==> src/rtl/dual_issue_pkg.sv <==
package dual_issue_pkg;

    localparam int CLASS_W   = 4;
    localparam int NUM_SLOTS = 2;

    typedef enum logic [CLASS_W-1:0] {
        IC_BRANCH    = 4'd0,
        IC_CALL      = 4'd1,
        IC_ALU_IMM   = 4'd2,
        IC_ALU_REG   = 4'd3,
        IC_ALU_SHIFT = 4'd4,
        IC_MUL       = 4'd5,
        IC_DIV       = 4'd6,
        IC_LDST      = 4'd7,
        IC_FP        = 4'd8,
        IC_VEC       = 4'd9
    } iclass_e;

    // Decoded pairing attributes of one slot.
    typedef struct packed {
        logic branchy;    // branch or call
        logic imm_alu;    // immediate ALU
        logic reg_alu;    // register-operand ALU
        logic long_mem;   // multi-cycle load/store multiple
        logic lead_ok;    // may be the older member of a pair
        logic follow_ok;  // may be the younger member of a pair
    } slot_attr_t;

    function automatic logic may_lead(input logic [CLASS_W-1:0] c, input logic long_m);
        case (c)
            IC_BRANCH, IC_ALU_IMM, IC_ALU_REG: may_lead = 1'b1;
            IC_LDST:                           may_lead = !long_m;
            default:                           may_lead = 1'b0;
        endcase
    endfunction

    function automatic logic may_follow(input logic [CLASS_W-1:0] c, input logic long_m);
        case (c)
            IC_BRANCH, IC_CALL, IC_ALU_IMM: may_follow = 1'b1;
            IC_LDST:                        may_follow = !long_m;
            default:                        may_follow = 1'b0;
        endcase
    endfunction

endpackage

==> src/rtl/slot_decode.sv <==
module slot_decode
    import dual_issue_pkg::*;
#(
    parameter int XFER_W = 3
) (
    input  logic [CLASS_W-1:0] cls,
    input  logic [XFER_W-1:0]  xfer,
    output slot_attr_t         attr
);
    localparam int LONG_MIN = 3;

    logic long_m;

    always_comb begin
        long_m         = (cls == IC_LDST) && (int'(xfer) >= LONG_MIN);
        attr.branchy   = (cls == IC_BRANCH) || (cls == IC_CALL);
        attr.imm_alu   = (cls == IC_ALU_IMM);
        attr.reg_alu   = (cls == IC_ALU_REG);
        attr.long_mem  = long_m;
        attr.lead_ok   = may_lead(cls, long_m);
        attr.follow_ok = may_follow(cls, long_m);
    end
endmodule

==> src/rtl/pair_rules.sv <==
module pair_rules
    import dual_issue_pkg::*;
(
    input  logic       block,
    input  logic       v_old,
    input  logic       v_young,
    input  slot_attr_t a_old,
    input  slot_attr_t a_young,
    output logic       g_old,
    output logic       g_young
);
    logic pair_ok;

    always_comb begin
        pair_ok = a_old.lead_ok && a_young.follow_ok
                  && !(a_old.branchy && a_young.branchy)
                  && (!a_old.reg_alu || a_young.imm_alu);
        g_old   = v_old && !block;
        g_young = g_old && v_young && pair_ok;
    end
endmodule

==> src/rtl/lsm_reservation.sv <==
module lsm_reservation #(
    parameter int XFER_W = 3
) (
    input  logic              clk,
    input  logic              rst,
    input  logic              start,
    input  logic [XFER_W-1:0] xfer,
    output logic [1:0]        held
);
    localparam int CNT_W = XFER_W;

    logic [CNT_W-1:0] remain_q;
    logic             odd_q;
    logic [XFER_W:0]  pairs;

    always_comb begin
        pairs = ({1'b0, xfer} + 1'b1) >> 1;
        if (remain_q == '0)
            held = 2'b00;
        else if (remain_q == CNT_W'(1) && odd_q)
            held = 2'b01;
        else
            held = 2'b11;
    end

    always_ff @(posedge clk) begin
        if (rst) begin
            remain_q <= '0;
            odd_q    <= 1'b0;
        end else if (start) begin
            remain_q <= CNT_W'(pairs - 1'b1);
            odd_q    <= xfer[0];
        end else if (remain_q != '0) begin
            remain_q <= remain_q - 1'b1;
        end
    end

    assert_long_reserves_R8: assert property (@(posedge clk) disable iff (rst)
        start |=> (held != 2'b00));

    assert_odd_tail_frees_R8: assert property (@(posedge clk) disable iff (rst)
        (held == 2'b01) |=> (held == 2'b00));
endmodule

==> src/rtl/dual_issue_pairer.sv <==
module dual_issue_pairer
    import dual_issue_pkg::*;
#(
    parameter int XFER_W = 3
) (
    input  logic               clk,
    input  logic               rst,
    input  logic               stall,
    input  logic               s0_valid,
    input  logic [CLASS_W-1:0] s0_class,
    input  logic [XFER_W-1:0]  s0_xfer,
    input  logic               s1_valid,
    input  logic [CLASS_W-1:0] s1_class,
    input  logic [XFER_W-1:0]  s1_xfer,
    output logic               grant0,
    output logic               grant1,
    output logic [1:0]         issue_count,
    output logic [1:0]         held
);
    logic [NUM_SLOTS-1:0][CLASS_W-1:0] cls_arr;
    logic [NUM_SLOTS-1:0][XFER_W-1:0]  xfer_arr;
    slot_attr_t                        attr [NUM_SLOTS];
    logic                              block;

    assign cls_arr  = {s1_class, s0_class};
    assign xfer_arr = {s1_xfer, s0_xfer};

    for (genvar i = 0; i < NUM_SLOTS; i++) begin : g_dec
        slot_decode #(.XFER_W(XFER_W)) u_dec (
            .cls  (cls_arr[i]),
            .xfer (xfer_arr[i]),
            .attr (attr[i])
        );
    end

    assign block = rst || stall || (held != 2'b00);

    pair_rules u_rules (
        .block   (block),
        .v_old   (s0_valid),
        .v_young (s1_valid),
        .a_old   (attr[0]),
        .a_young (attr[1]),
        .g_old   (grant0),
        .g_young (grant1)
    );

    assign issue_count = {1'b0, grant0} + {1'b0, grant1};

    lsm_reservation #(.XFER_W(XFER_W)) u_resv (
        .clk   (clk),
        .rst   (rst),
        .start (grant0 && attr[0].long_mem),
        .xfer  (s0_xfer),
        .held  (held)
    );

    assert_young_needs_old_R1: assert property (@(posedge clk) disable iff (rst)
        grant1 |-> grant0);

    assert_stall_blocks_R2: assert property (@(posedge clk) disable iff (rst)
        stall |-> !(grant0 || grant1));

    assert_no_branch_pair_R3: assert property (@(posedge clk) disable iff (rst)
        grant1 |-> !((s0_class <= IC_CALL) && (s1_class <= IC_CALL)));

    assert_hold_blocks_R9: assert property (@(posedge clk) disable iff (rst)
        (held != 2'b00) |-> !grant0);
endmodule

==> config.mk <==
export PLATFORM = sky130hd
export DESIGN_NAME = dual_issue_pairer
export DESIGN_NICKNAME = d
export VERILOG_FILES = /design/src/rtl/dual_issue_pkg.sv /design/src/rtl/slot_decode.sv /design/src/rtl/pair_rules.sv /design/src/rtl/lsm_reservation.sv /design/src/rtl/dual_issue_pairer.sv
export SDC_FILE = /design/constraint.sdc
export NUM_CORES = 1
export LEC_CHECK = 0
export BUFFER_PORTS_ARGS = -buffer_cell sky130_fd_sc_hd__buf_2
export CAP_MARGIN = 0
export CORE_AREA = 2 2 39 41
export CTS_CLUSTER_SIZE = 40
export DETAILED_ROUTE_END_ITERATION = 7
export DIE_AREA = 0 0 41 43
export GPL_ROUTABILITY_DRIVEN = 0
export PLACE_DENSITY = 0.72
export SLEW_MARGIN = 15
export SYNTH_ARGS = -nofsm -noshare
export SYNTH_HDL_FRONTEND = slang
export SYNTH_HIERARCHICAL = 1
export SYNTH_SLANG_ARGS = --single-unit
==> constraint.sdc <==
create_clock -name clk -period 5.35 [get_ports clk]
set_input_delay 0.535 -clock clk [delete_from_list [all_inputs] [get_ports clk]]
set_output_delay 0.535 -clock clk [all_outputs]
set_load 0.03 [all_outputs]
# Word level (Yosys, flattened, before mapping)
# Cells that the tools add are included.
# totals
reg_bits,4
latchBits,0
ramBits,0
mem_bits_ro,0
in_bits,19
output_inout_bits,6
elab_cells,51
n_memories,0
# classes
addsub,4
n_mul,0
n_div,0
order_cmp,2
eq_ne,8
shift,0
n_mux,6
n_bitwise,0
n_reduce_logical,29
# op_table
op,n
"== test 4 x 2 -> 1 bit, second input constant",3
logical AND 1 bit,11
"== test 4 x 1 -> 1 bit, second input constant",2
"== test 4 x 3 -> 1 bit, second input constant",2
zero test 4 bit,2
"greater-or-equal comparator 3 x 2 -> 1 bit, second input constant",2
two-way mux 3 bit,2
OR reduction 3 bit,2
"subtractor 3 x 1 -> 3 bit, second input constant",2
zero test 1 bit,5
logical OR 1 bit,5
"adder 3 x 1 -> 4 bit, second input constant",1
two-way mux 2 bit,2
case mux 1 bit (2 select lines),2
nonzero test 2 bit,2
"== test 3 x 1 -> 1 bit, second input constant",1
zero test 3 bit,1
nonzero test 3 bit,1
adder 1 x 1 -> 2 bit,1

# Logic depth before layout (Yosys ltp)
# Gate-level depths: netlist of the first run.
# logic_depth
depth_word,11
ltp_mapped,10
ltp_nobuf,9

# Hierarchy
# The synthesis of the first run kept the hierarchy.
# by_module_without_submodules
module,instances,cells_per_inst,area_each_um2,seq_area_each_um2
lsm_reservation,1,32,301.5,80.1
slot_decode,2,13,91.3,0.0
pair_rules,1,5,38.8,0.0
dual_issue_pairer,1,3,26.3,0.0

# Least setup slack after synthesis of the first run
# OpenSTA, ideal clock, no wires.
# synth_path
path_type,register to output
start,register u_resv.remain_q[0]
end,output port issue_count[0]
arrival_time_ns,2.602
required_time_ns,4.815
slack_ns,2.213
path_stages_with_launch,9
n_path_buf,0
path_cell_list,dfxtp_1 > inv_1 > ha_1 > a21oi_1 > or2_1 > or4_1 > nor2b_4 > o2111a_1 > ha_1
# synth_between
elab_chain_cells,11
elab_cells_between_ends,12
cone_classes,add/sub: 1; eq/ne: 1; mux: 2; reduce/logical: 8
# synth_rtl
item,line_no,source
start: declaration,lsm_reservation.sv:12,logic [CNT_W-1:0] remain_q;
start signal: assignment,lsm_reservation.sv:31,remain_q <= CNT_W'(pairs - 1'b1);
start signal: assignment,lsm_reservation.sv:34,remain_q <= remain_q - 1'b1;
== test 3 x 1 -> 1 bit,lsm_reservation.sv:20,else if (remain_q == CNT_W'(1) && odd_q)
logical AND 1 bit,lsm_reservation.sv:20,
two-way mux 2 bit,lsm_reservation.sv:20,
two-way mux 2 bit *,lsm_reservation.sv:18,if (remain_q == '0)
named net held[1],dual_issue_pairer.sv:18,output logic [1:0] held
nonzero test 2 bit *,dual_issue_pairer.sv:36,assign block = rst || stall || (held != 2'b00);
logical OR 1 bit *,dual_issue_pairer.sv:36,
named net block,dual_issue_pairer.sv:23,logic block;
zero test 1 bit *,pair_rules.sv:18,g_old = v_old && !block;
logical AND 1 bit *,pair_rules.sv:18,
named net grant0,dual_issue_pairer.sv:15,"output logic grant0,"
logical AND 1 bit * (2 in series),pair_rules.sv:19,g_young = g_old && v_young && pair_ok;
named net grant1,dual_issue_pairer.sv:16,"output logic grant1,"
adder 1 x 1 -> 2 bit *,dual_issue_pairer.sv:48,"assign issue_count = {1'b0, grant0} + {1'b0, grant1};"
end: declaration,dual_issue_pairer.sv:17,"output logic [1:0] issue_count,"
# Mark *: on every way through the listed nets, which the timed path passes. The rest lies on a longest branch.

# Worst setup path after layout of the first run
# layout_path
start,register u_resv.remain_q[0]
end,output port issue_count[0]
# layout_between
elab_chain_cells,11
elab_cells_between_ends,12
cone_classes,add/sub: 1; eq/ne: 1; mux: 2; reduce/logical: 8
# layout_rtl
item,line_no
== test 3 x 1 -> 1 bit,lsm_reservation.sv:20
logical AND 1 bit,lsm_reservation.sv:20
two-way mux 2 bit,lsm_reservation.sv:20
two-way mux 2 bit *,lsm_reservation.sv:18
nonzero test 2 bit *,dual_issue_pairer.sv:36
logical OR 1 bit *,dual_issue_pairer.sv:36
named net block,dual_issue_pairer.sv:23
zero test 1 bit *,pair_rules.sv:18
logical AND 1 bit *,pair_rules.sv:18
logical AND 1 bit (2 in series),pair_rules.sv:19
adder 1 x 1 -> 2 bit *,dual_issue_pairer.sv:48
# Marked as above.

==> results of run 1 <==
tightest hold or removal path, cell delays in order (launching register included):
cell	delay, ns
dfxtp_1	0.32
mux2i_1	0.07
nor2_1	0.08
power by group through the flow:
stage / clock (mW) / combinational (mW) / sequential, mW
2_1_floorplan: 0 / 0.105 / 0.0464
3_3_place_gp: 0 / 0.138 / 0.0479
3_5_place_dp: 0 / 0.141 / 0.0479
4_1_cts: 0.0400 / 0.141 / 0.0474
5_1_grt: 0.0433 / 0.153 / 0.0486
6_report: 0.0389 / 0.139 / 0.0473
worst max path at each step:
stage	slack (ns)	start	depth (start not counted)	end
5_1_grt	2.24	u_resv/remain_q[0]	9	issue_count[0]
2_1_floorplan	2.21	u_resv/remain_q[0]	8	issue_count[0]
3_3_place_gp	2.67	u_resv/remain_q[0]	9	issue_count[0]
3_5_place_dp	2.60	u_resv/remain_q[0]	9	issue_count[0]
4_1_cts	2.35	u_resv/remain_q[0]	9	issue_count[0]
6_report	2.36	u_resv/remain_q[0]	9	issue_count[0]
layout by cell type (no fill, tap or decap), types with 2 or more instances in the layout:
cell	n
nor3_1	6
a221oi_2	2
ha_1	6
dfxtp_1	4
a21oi_1	3
clkbuf_4	3
nand2_1	4
a2111oi_2	2
buf_2	24
a21oi_2	2
inv_1	7
state kept, by name, summed over array words and instances (netlist names):
name	count
u_resv/remain_q	3
u_resv/odd_q	1
metal layers:
layer,vias up,part of all wire (%),wire length [um],global-route usage [%]
met5,-,0,0,0
met4,0,0,0,4.00
met3,0,9.9,100,6.28
met2,23,48,482,20.9
met1,212,42,429,12.2
li1,259,-,-,-
stage by stage:
step	power (mW)	utilization (%)	cell area, um2	setup slack (ns)
after floorplan	0.152	-	479	2.21
after global placement	0.186	43.9	607	2.67
after detailed placement	0.189	43.9	607	2.60
after CTS	0.229	45.5	629	2.35
after global routing	0.244	45.5	629	2.24
final	0.225	45.5	629	2.36
cell type report:
cell class	instances	area [um2]
multi-input cells	43	357
inverters	8	30.0
repair buffers	24	120
fillers	144	754
clock buffers	3	22.5
well taps	16	20.0
flip-flops and latches	4	80.1
==> impl_metrics.env, run 1 <==
export IMPL_worstPathCellList="inv_1, ha_1, a21oi_1, or2_1, or4_1, nor2b_4, o2111a_1, ha_1, buf_2"
export IMPL_grt_max_degree=10
export IMPL_avgSynthCellArea_um2=8.41
export IMPL_min_path_cells=2
export IMPL_grt_first_pass_wirelength_um=1460
export IMPL_sw_frac_of_total_pct=46.7
export IMPL_initial_utilization_pct=34.6
export IMPL_cts_clk_slew_worst_paths_ns=0.04
export IMPL_arrival_ns=2.45
export IMPL_cts_setup_buffers=0
export IMPL_area_growth_pct=31.3
export IMPL_finClkSkew_ns=0.00453
export IMPL_slew_headroom_pct=73.9
export IMPL_hold_viol_final=0
export IMPL_drc=0
export IMPL_detail_route_antenna_nets=0
export IMPL_die_area_um2=1760
export IMPL_finalWirelength_um=1010
export IMPL_clock_sinks=4
export IMPL_report_final_slew_viol_count=0
export IMPL_grt_pass1_vias=438
export IMPL_chipHeight_um=43
export IMPL_numCtsBuffers=3
export IMPL_dp_cells=95
export IMPL_synth_cells=57
export IMPL_final_cells=98
export IMPL_track_usage_pct=12.3
export IMPL_slowest_delay_ns=0.58
export IMPL_min_to="u_resv/odd_q"
export IMPL_critical_path_top_delay_family="simple AND/OR/NAND/NOR gates"
export IMPL_cts_tree="yes"
export IMPL_vias_per_cell=5.04
export IMPL_path_max_fanout=4
export IMPL_timing_rr_end="u_resv/remain_q[0]"
export IMPL_fin_hold_ws_ns=0.512
export IMPL_drt_first_pass_iters=2
export IMPL_ys_warnings_count=6
export IMPL_drive_gt1_share_pct=45.1
export IMPL_row_count=14
export IMPL_overflow=0
export IMPL_p_seq_share_pct=21.0
export IMPL_synth_nets=82
export IMPL_antenna_found_initial=0
export IMPL_vias=494
export IMPL_num_antenna_cells=0
export IMPL_hp_start="u_resv/odd_q"
export IMPL_rsz0062_at_grt="false"
export IMPL_pwr_share_comb_pct=61.7
export IMPL_cellPowerDensity_nw_per_um2=358
export IMPL_cts_resized=0
export IMPL_crit_top_cell="ha_1"
export IMPL_crit_path_top_delay_cell="or4_1"
export IMPL_min_period_over_period_pct=55.8
export IMPL_max_freq_mhz=335
export IMPL_portBuffers=24
export IMPL_detail_route_wl_per_cell_um=10.3
export IMPL_ios=25
export IMPL_crit_path_start_kind="flop"
export IMPL_cts_root_buf="clkbuf_4"
export IMPL_cp_num_buf_inv=2
export IMPL_p_leak_nw=0.303
export IMPL_drtIter0Drc=2
export IMPL_tns_ns=0
export IMPL_worstMarginPinSlew_ns=0.392
export IMPL_end_kind="output pin"
export IMPL_worstReg2RegStart="u_resv/remain_q[0]"
export IMPL_nNetsFinal=109
export IMPL_cp_required_ns=4.82
export IMPL_setup_violations=0
export IMPL_worstHoldPathType="reg2reg"
export IMPL_hpwl_um=873
export IMPL_clk_path_buf_depth=2
export IMPL_worstSetupPathType="reg2out"
export IMPL_p_clk_share_pct=17.3
export IMPL_reg2reg_slack_ns=2.83
export IMPL_clkLatencyLatePin_ns=0.24
export IMPL_htree_levels=1
export IMPL_intPower_uw=120
export IMPL_ff2ff_path_depth=9
export IMPL_max_cap_violations=0
export IMPL_postCtsHoldBufs=0
export IMPL_die_w_um=41
export IMPL_synth_area_um2=479
export IMPL_period_minus_slack_ns=2.99
export IMPL_core_um2=1380
export IMPL_status="complete, no violations"
export IMPL_power_switching_uw=105
export IMPL_ir_drop_v=0.000280
No activity file was read; power rests on OpenSTA's default activity.
==> run 2: changes to the inputs <==
--- a/config.mk
+++ b/config.mk
@@ -5,6 +5,7 @@
 export SDC_FILE = /design/constraint.sdc
 export NUM_CORES = 1
 export LEC_CHECK = 0
+export ABC_AREA = 1
 export BUFFER_PORTS_ARGS = -buffer_cell sky130_fd_sc_hd__buf_2
 export CAP_MARGIN = 0
 export CORE_AREA = 2 2 39 41
@@ -12,7 +13,7 @@
 export DETAILED_ROUTE_END_ITERATION = 7
 export DIE_AREA = 0 0 41 43
 export GPL_ROUTABILITY_DRIVEN = 0
-export PLACE_DENSITY = 0.72
+export PLACE_DENSITY = 0.73
 export SLEW_MARGIN = 15
 export SYNTH_ARGS = -nofsm -noshare
 export SYNTH_HDL_FRONTEND = slang
==> constraint.sdc (replaced) <==
create_clock -name clk -period 3 [get_ports clk]
set_input_delay 0.3 -clock clk [delete_from_list [all_inputs] [get_ports clk]]
set_output_delay 0.3 -clock clk [all_outputs]
set_load 0.03 [all_outputs]
==> impl_metrics.env, run 2 <==
export IMPL_status="complete, no violations"
export IMPL_placed_area_um2=656
export IMPL_intPower_uw=206
export IMPL_regMostFlops="u_resv/remain_q"
export IMPL_hpwl_um=859
export IMPL_cp_required_ns=2.70
export IMPL_crit_path_start_kind="flop"
export IMPL_overflow=0
export IMPL_end_kind="output pin"
export IMPL_hold_viol_final=0
export IMPL_rsz0062_at_grt="false"
export IMPL_p_seq_share_pct=20.1
export IMPL_drc=0
export IMPL_pwr_share_comb_pct=63.5
export IMPL_core_um2=1380
export IMPL_vias_per_cell=4.45
export IMPL_synth_area_um2=523
export IMPL_nNetsFinal=147
export IMPL_largest_register_ffs=3
export IMPL_antenna_found_initial=0
export IMPL_detail_route_antenna_nets=0
export IMPL_die_area_um2=1760
export IMPL_cts_root_buf="clkbuf_4"
export IMPL_drt_first_pass_iters=4
export IMPL_min_period_over_period_pct=77.2
export IMPL_postCtsHoldBufs=0
export IMPL_finClkSkew_ns=0.00165
export IMPL_area_growth_pct=29.7
export IMPL_fin_hold_ws_ns=0.370
export IMPL_clock_sinks=4
export IMPL_arrival_ns=2.02
export IMPL_dp_worst_setup_slack_ns=0.905
export IMPL_max_cap_violations=0
export IMPL_final_cell_mix="24 x buf_2, 23 x nand2_1, 19 x nor2_1, 19 x inv_1, 6 x ha_1"
export IMPL_power_switching_uw=189
export IMPL_synth_nets=119
export IMPL_initial_utilization_pct=37.8
export IMPL_worstSetupPathType="reg2out"
export IMPL_p_leak_nw=0.407
export IMPL_cts_tree="yes"
export IMPL_dp_cells=133
export IMPL_finalWirelength_um=1020
export IMPL_worstMarginPinSlew_ns=0.207
export IMPL_period_minus_slack_ns=2.32
export IMPL_largestRegisters="u_resv/remain_q (3), u_resv/odd_q (1)"
export IMPL_num_antenna_cells=0
export IMPL_grt_first_pass_wirelength_um=1640
export IMPL_track_usage_pct=13.6
export IMPL_numCtsBuffers=3
export IMPL_cellPowerDensity_nw_per_um2=582
export IMPL_ios=25
export IMPL_postLayoutSetupSlackWorst_ns=0.685
export IMPL_cts_resized=0
export IMPL_htree_levels=1
export IMPL_die_w_um=41
export IMPL_clkLatencyLatePin_ns=0.23
export IMPL_avgSynthCellArea_um2=5.56
export IMPL_p_clk_share_pct=16.4
export IMPL_clk_path_buf_depth=2
export IMPL_layout_commonest_cell="buf_2"
export IMPL_cts_clk_slew_worst_paths_ns=0.04
export IMPL_tns_ns=0
export IMPL_nFillCells=152
export IMPL_detail_route_wl_per_cell_um=7.49
export IMPL_grt_pass1_vias=469
export IMPL_ys_warnings_count=6
export IMPL_vias=605
export IMPL_final_cells=136
export IMPL_chipHeight_um=43
export IMPL_ir_drop_v=0.000404
export IMPL_grt_max_degree=8
export IMPL_cts_setup_buffers=0
export IMPL_setup_violations=0
export IMPL_portBuffers=24
export IMPL_slew_headroom_pct=86.2
export IMPL_path_max_fanout=4
export IMPL_row_count=14
export IMPL_max_freq_mhz=432
export IMPL_sw_frac_of_total_pct=47.9
export IMPL_drive_gt1_share_pct=29.2
export IMPL_worstHoldPathType="in2reg"
export IMPL_synth_cells=94
export IMPL_drtIter0Drc=11
export IMPL_stdcell_area_um2=678
export IMPL_report_final_slew_viol_count=0
==> run 2: cell count changes in the layout (fill, tap and decap cells not counted), moves of 2 or more <==
cell       before  now
a2111oi_2       2    0
a21oi_2         2    0
a221oi_2        2    0
inv_1           7   19
nand2_1         4   23
nand2_2         0    2
nand3_1         1    3
nor2_1          1   19
nor2_2          0    3
nor3_1          6    0
o21ai_0         0    4
==> run 2: layout make-up <==
cell class	instances	area (um2)	area share (%)
multi-input combinational	69	360	53.1
inverter	20	75.1	11.1
timing repair buffer	24	120	17.7
tap	16	20.0	2.95
sequential	4	80.1	11.8
clock buffer	3	22.5	3.32
==> run 2: final timing paths <==
path,startpoint,cells past startpoint,slack [ns],endpoint
max,u_resv/remain_q[0],12,0.68,issue_count[0]
min,s0_xfer[0],3,0.37,u_resv/odd_q
max reg2reg,u_resv/remain_q[0],15,1.15,u_resv/remain_q[1]
min reg2reg,u_resv/remain_q[1],2,0.51,u_resv/remain_q[1]
==> run 2: through the flow <==
step | utilization (%) | total power, mW
after global placement | 47.4 | 0.331
after detailed placement | 47.4 | 0.333
after CTS | 49.0 | 0.401
final | 49.0 | 0.395
after global routing | 49.0 | 0.442
after floorplan | - | 0.272
==> run 2: routing by layer <==
layer	vias to the layer above	global-route usage, %	share of wire (%)
li1	332	-	-
met2	21	22.5	49
met3	0	3.66	8.8
met4	0	9.33	0
met1	252	13.5	42
met5	-	0	0
==> run 2: power by group through the flow <==
stage,sequential (mW),clock (mW),combinational [mW]
floorplan,0.0787,0,0.193
global placement,0.0803,0,0.250
detailed placement,0.0801,0,0.253
CTS,0.0793,0.0689,0.253
global route,0.0813,0.0743,0.287
finish,0.0794,0.0646,0.251
==> run 2: critical path, stage by stage (launching register included) <==
cell	delay, ns
dfxtp_1	0.32
inv_1	0.08
ha_1	0.21
nand2_1	0.10
nand2_1	0.08
inv_1	0.04
nor2_1	0.09
nand2_1	0.06
nor2_2	0.18
nand2_1	0.07
nor2_1	0.14
ha_1	0.24
buf_2	0.17
==> run 3: changes to the inputs <==
==> constraint.sdc (replaced) <==
create_clock -name clk -period 2.2 [get_ports clk]
set_input_delay 0.22 -clock clk [delete_from_list [all_inputs] [get_ports clk]]
set_output_delay 0.22 -clock clk [all_outputs]
set_load 0.03 [all_outputs]
==> impl_metrics.env, run 3 (same netlist as run 2, synthesis figures left out) <==
export IMPL_status="complete, no violations"
export IMPL_worstSetupPathType="reg2out"
export IMPL_clock_sinks=4
export IMPL_initial_utilization_pct=37.8
export IMPL_drive_gt1_share_pct=36.9
export IMPL_setup_violations=0
export IMPL_ir_drop_v=0.000321
export IMPL_max_cap_violations=0
export IMPL_crit_path_top_delay_cell="dfxtp_1"
export IMPL_largest_register_ffs=3
export IMPL_hp_start="s0_xfer[0]"
export IMPL_row_count=14
export IMPL_grt_max_degree=8
export IMPL_core_um2=1380
export IMPL_antenna_found_initial=0
export IMPL_cts_tree="yes"
export IMPL_cellPowerDensity_nw_per_um2=825
export IMPL_report_final_slew_viol_count=0
export IMPL_p_leak_nw=0.416
export IMPL_worstHoldPathType="in2reg"
export IMPL_ios=25
export IMPL_portBuffers=24
export IMPL_htree_levels=1
export IMPL_reg2reg_slack_ns=0.46
export IMPL_drt_first_pass_iters=2
export IMPL_clkLatencyLatePin_ns=0.23
export IMPL_num_antenna_cells=0
export IMPL_arrival_ns=1.85
export IMPL_largestRegisters="u_resv/remain_q (3), u_resv/odd_q (1)"
export IMPL_drtIter0Drc=4
export IMPL_die_area_um2=1760
export IMPL_overflow=0
export IMPL_cts_clk_slew_worst_paths_ns=0.03
export IMPL_chipHeight_um=43
export IMPL_clk_path_buf_depth=2
export IMPL_end_kind="output pin"
export IMPL_finalWirelength_um=1040
export IMPL_min_to="u_resv/odd_q"
export IMPL_cts_root_buf="clkbuf_4"
export IMPL_min_path_cells=3
export IMPL_crit_start="u_resv/remain_q[1]"
export IMPL_numCtsBuffers=3
export IMPL_grt_pass1_vias=473
export IMPL_area_growth_pct=42.1
export IMPL_track_usage_pct=13.8
export IMPL_max_freq_mhz=484
export IMPL_vias=604
export IMPL_period_minus_slack_ns=2.07
export IMPL_critical_path_top_delay_family="simple AND/OR/NAND/NOR gates"
export IMPL_crit_path_start_kind="flop"
export IMPL_detail_route_wl_per_cell_um=7.55
export IMPL_min_period_over_period_pct=93.9
export IMPL_hpwl_um=920
export IMPL_layout_commonest_cell="buf_2"
export IMPL_path_max_fanout=3
export IMPL_nNetsFinal=149
export IMPL_detail_route_antenna_nets=0
export IMPL_drc=0
export IMPL_final_cell_mix="23 x buf_2, 21 x nand2_1, 18 x nor2_1"
export IMPL_ff2ff_path_depth=15
export IMPL_rsz0062_at_grt="false"
export IMPL_slew_headroom_pct=83.9
export IMPL_hold_viol_final=0
export IMPL_grt_first_pass_wirelength_um=1730
export IMPL_fin_hold_ws_ns=0.293
export IMPL_slowest_delay_ns=0.31
export IMPL_worstMarginPinSlew_ns=0.241
export IMPL_timing_rr_end="u_resv/remain_q[1]"
export IMPL_worstPathCellList="inv_2, ha_1, nand3_1, nand2_1, inv_2, nor2_1, nand2_1, nor2_4, nand2_2, nor2_4, ha_4, buf_4"
export IMPL_cp_num_buf_inv=3
export IMPL_tns_ns=0
export IMPL_die_w_um=41
export IMPL_finClkSkew_ns=0.00236
export IMPL_worstReg2RegStart="u_resv/remain_q[1]"
export IMPL_final_core_util_pct=53.7
export IMPL_regMostFlops="u_resv/remain_q"
export IMPL_vias_per_cell=4.38
export IMPL_cp_required_ns=1.98
[run 3: worst min-delay path, stage by stage]
cell and delay [ns]:
buf_2 0.12, nor2_1 0.05, nor2_1 0.08
[run 3: metrics by stage]
stage	power, mW	worst slack [ns]	cells	cell area, um2
after floorplan	0.402	0.0170	94	558
after global placement	0.476	0.302	133	691
after detailed placement	0.487	0.251	133	691
after CTS	0.597	0.0290	136	723
after global routing	0.670	0.0123	138	743
final	0.613	0.134	138	743
[run 3: power breakdown]
group,internal (mW),switching (mW)
logic,0.166,0.250
clock network,0.0606,0.0247
registers,0.0977,0.0140
total,0.324,0.289
[run 3: worst max path at each step]
stage                          end  slack, ns  cells after the start
floorplan           issue_count[0]       0.02                     11
finish              issue_count[0]       0.13                     12
global route        issue_count[0]       0.01                     12
detailed placement  issue_count[0]       0.25                     12
CTS                 issue_count[0]       0.03                     12
global placement    issue_count[0]       0.30                     12
[run 3: area by class of cell]
type | count | area, um2
tap | 16 | 20.0
inverter | 20 | 75.1
clock buffer | 3 | 22.5
timing repair buffer | 26 | 138
multi-input combinational | 69 | 408
sequential | 4 | 80.1
fill | 144 | 641
[run 3: metal layers]
metal | up-vias | global-route usage (%) | part of all wire, % | wire (um)
met1 | 254 | 18.0 | 42 | 441
met4 | 0 | 6.00 | 0 | 0
li1 | 338 | - | - | -
met5 | - | 0 | 0 | 0
met2 | 12 | 20.6 | 53 | 556
met3 | 0 | 3.14 | 4.2 | 44
[run 3: what timing repair did]
item | 4_1_cts | 5_1_grt
setup buffers | 0 | 2
resized for setup | 1 | 5
pin swaps | 0 | 5
setup endpoints to repair | 1 | 2
hold buffers | 0 | 0
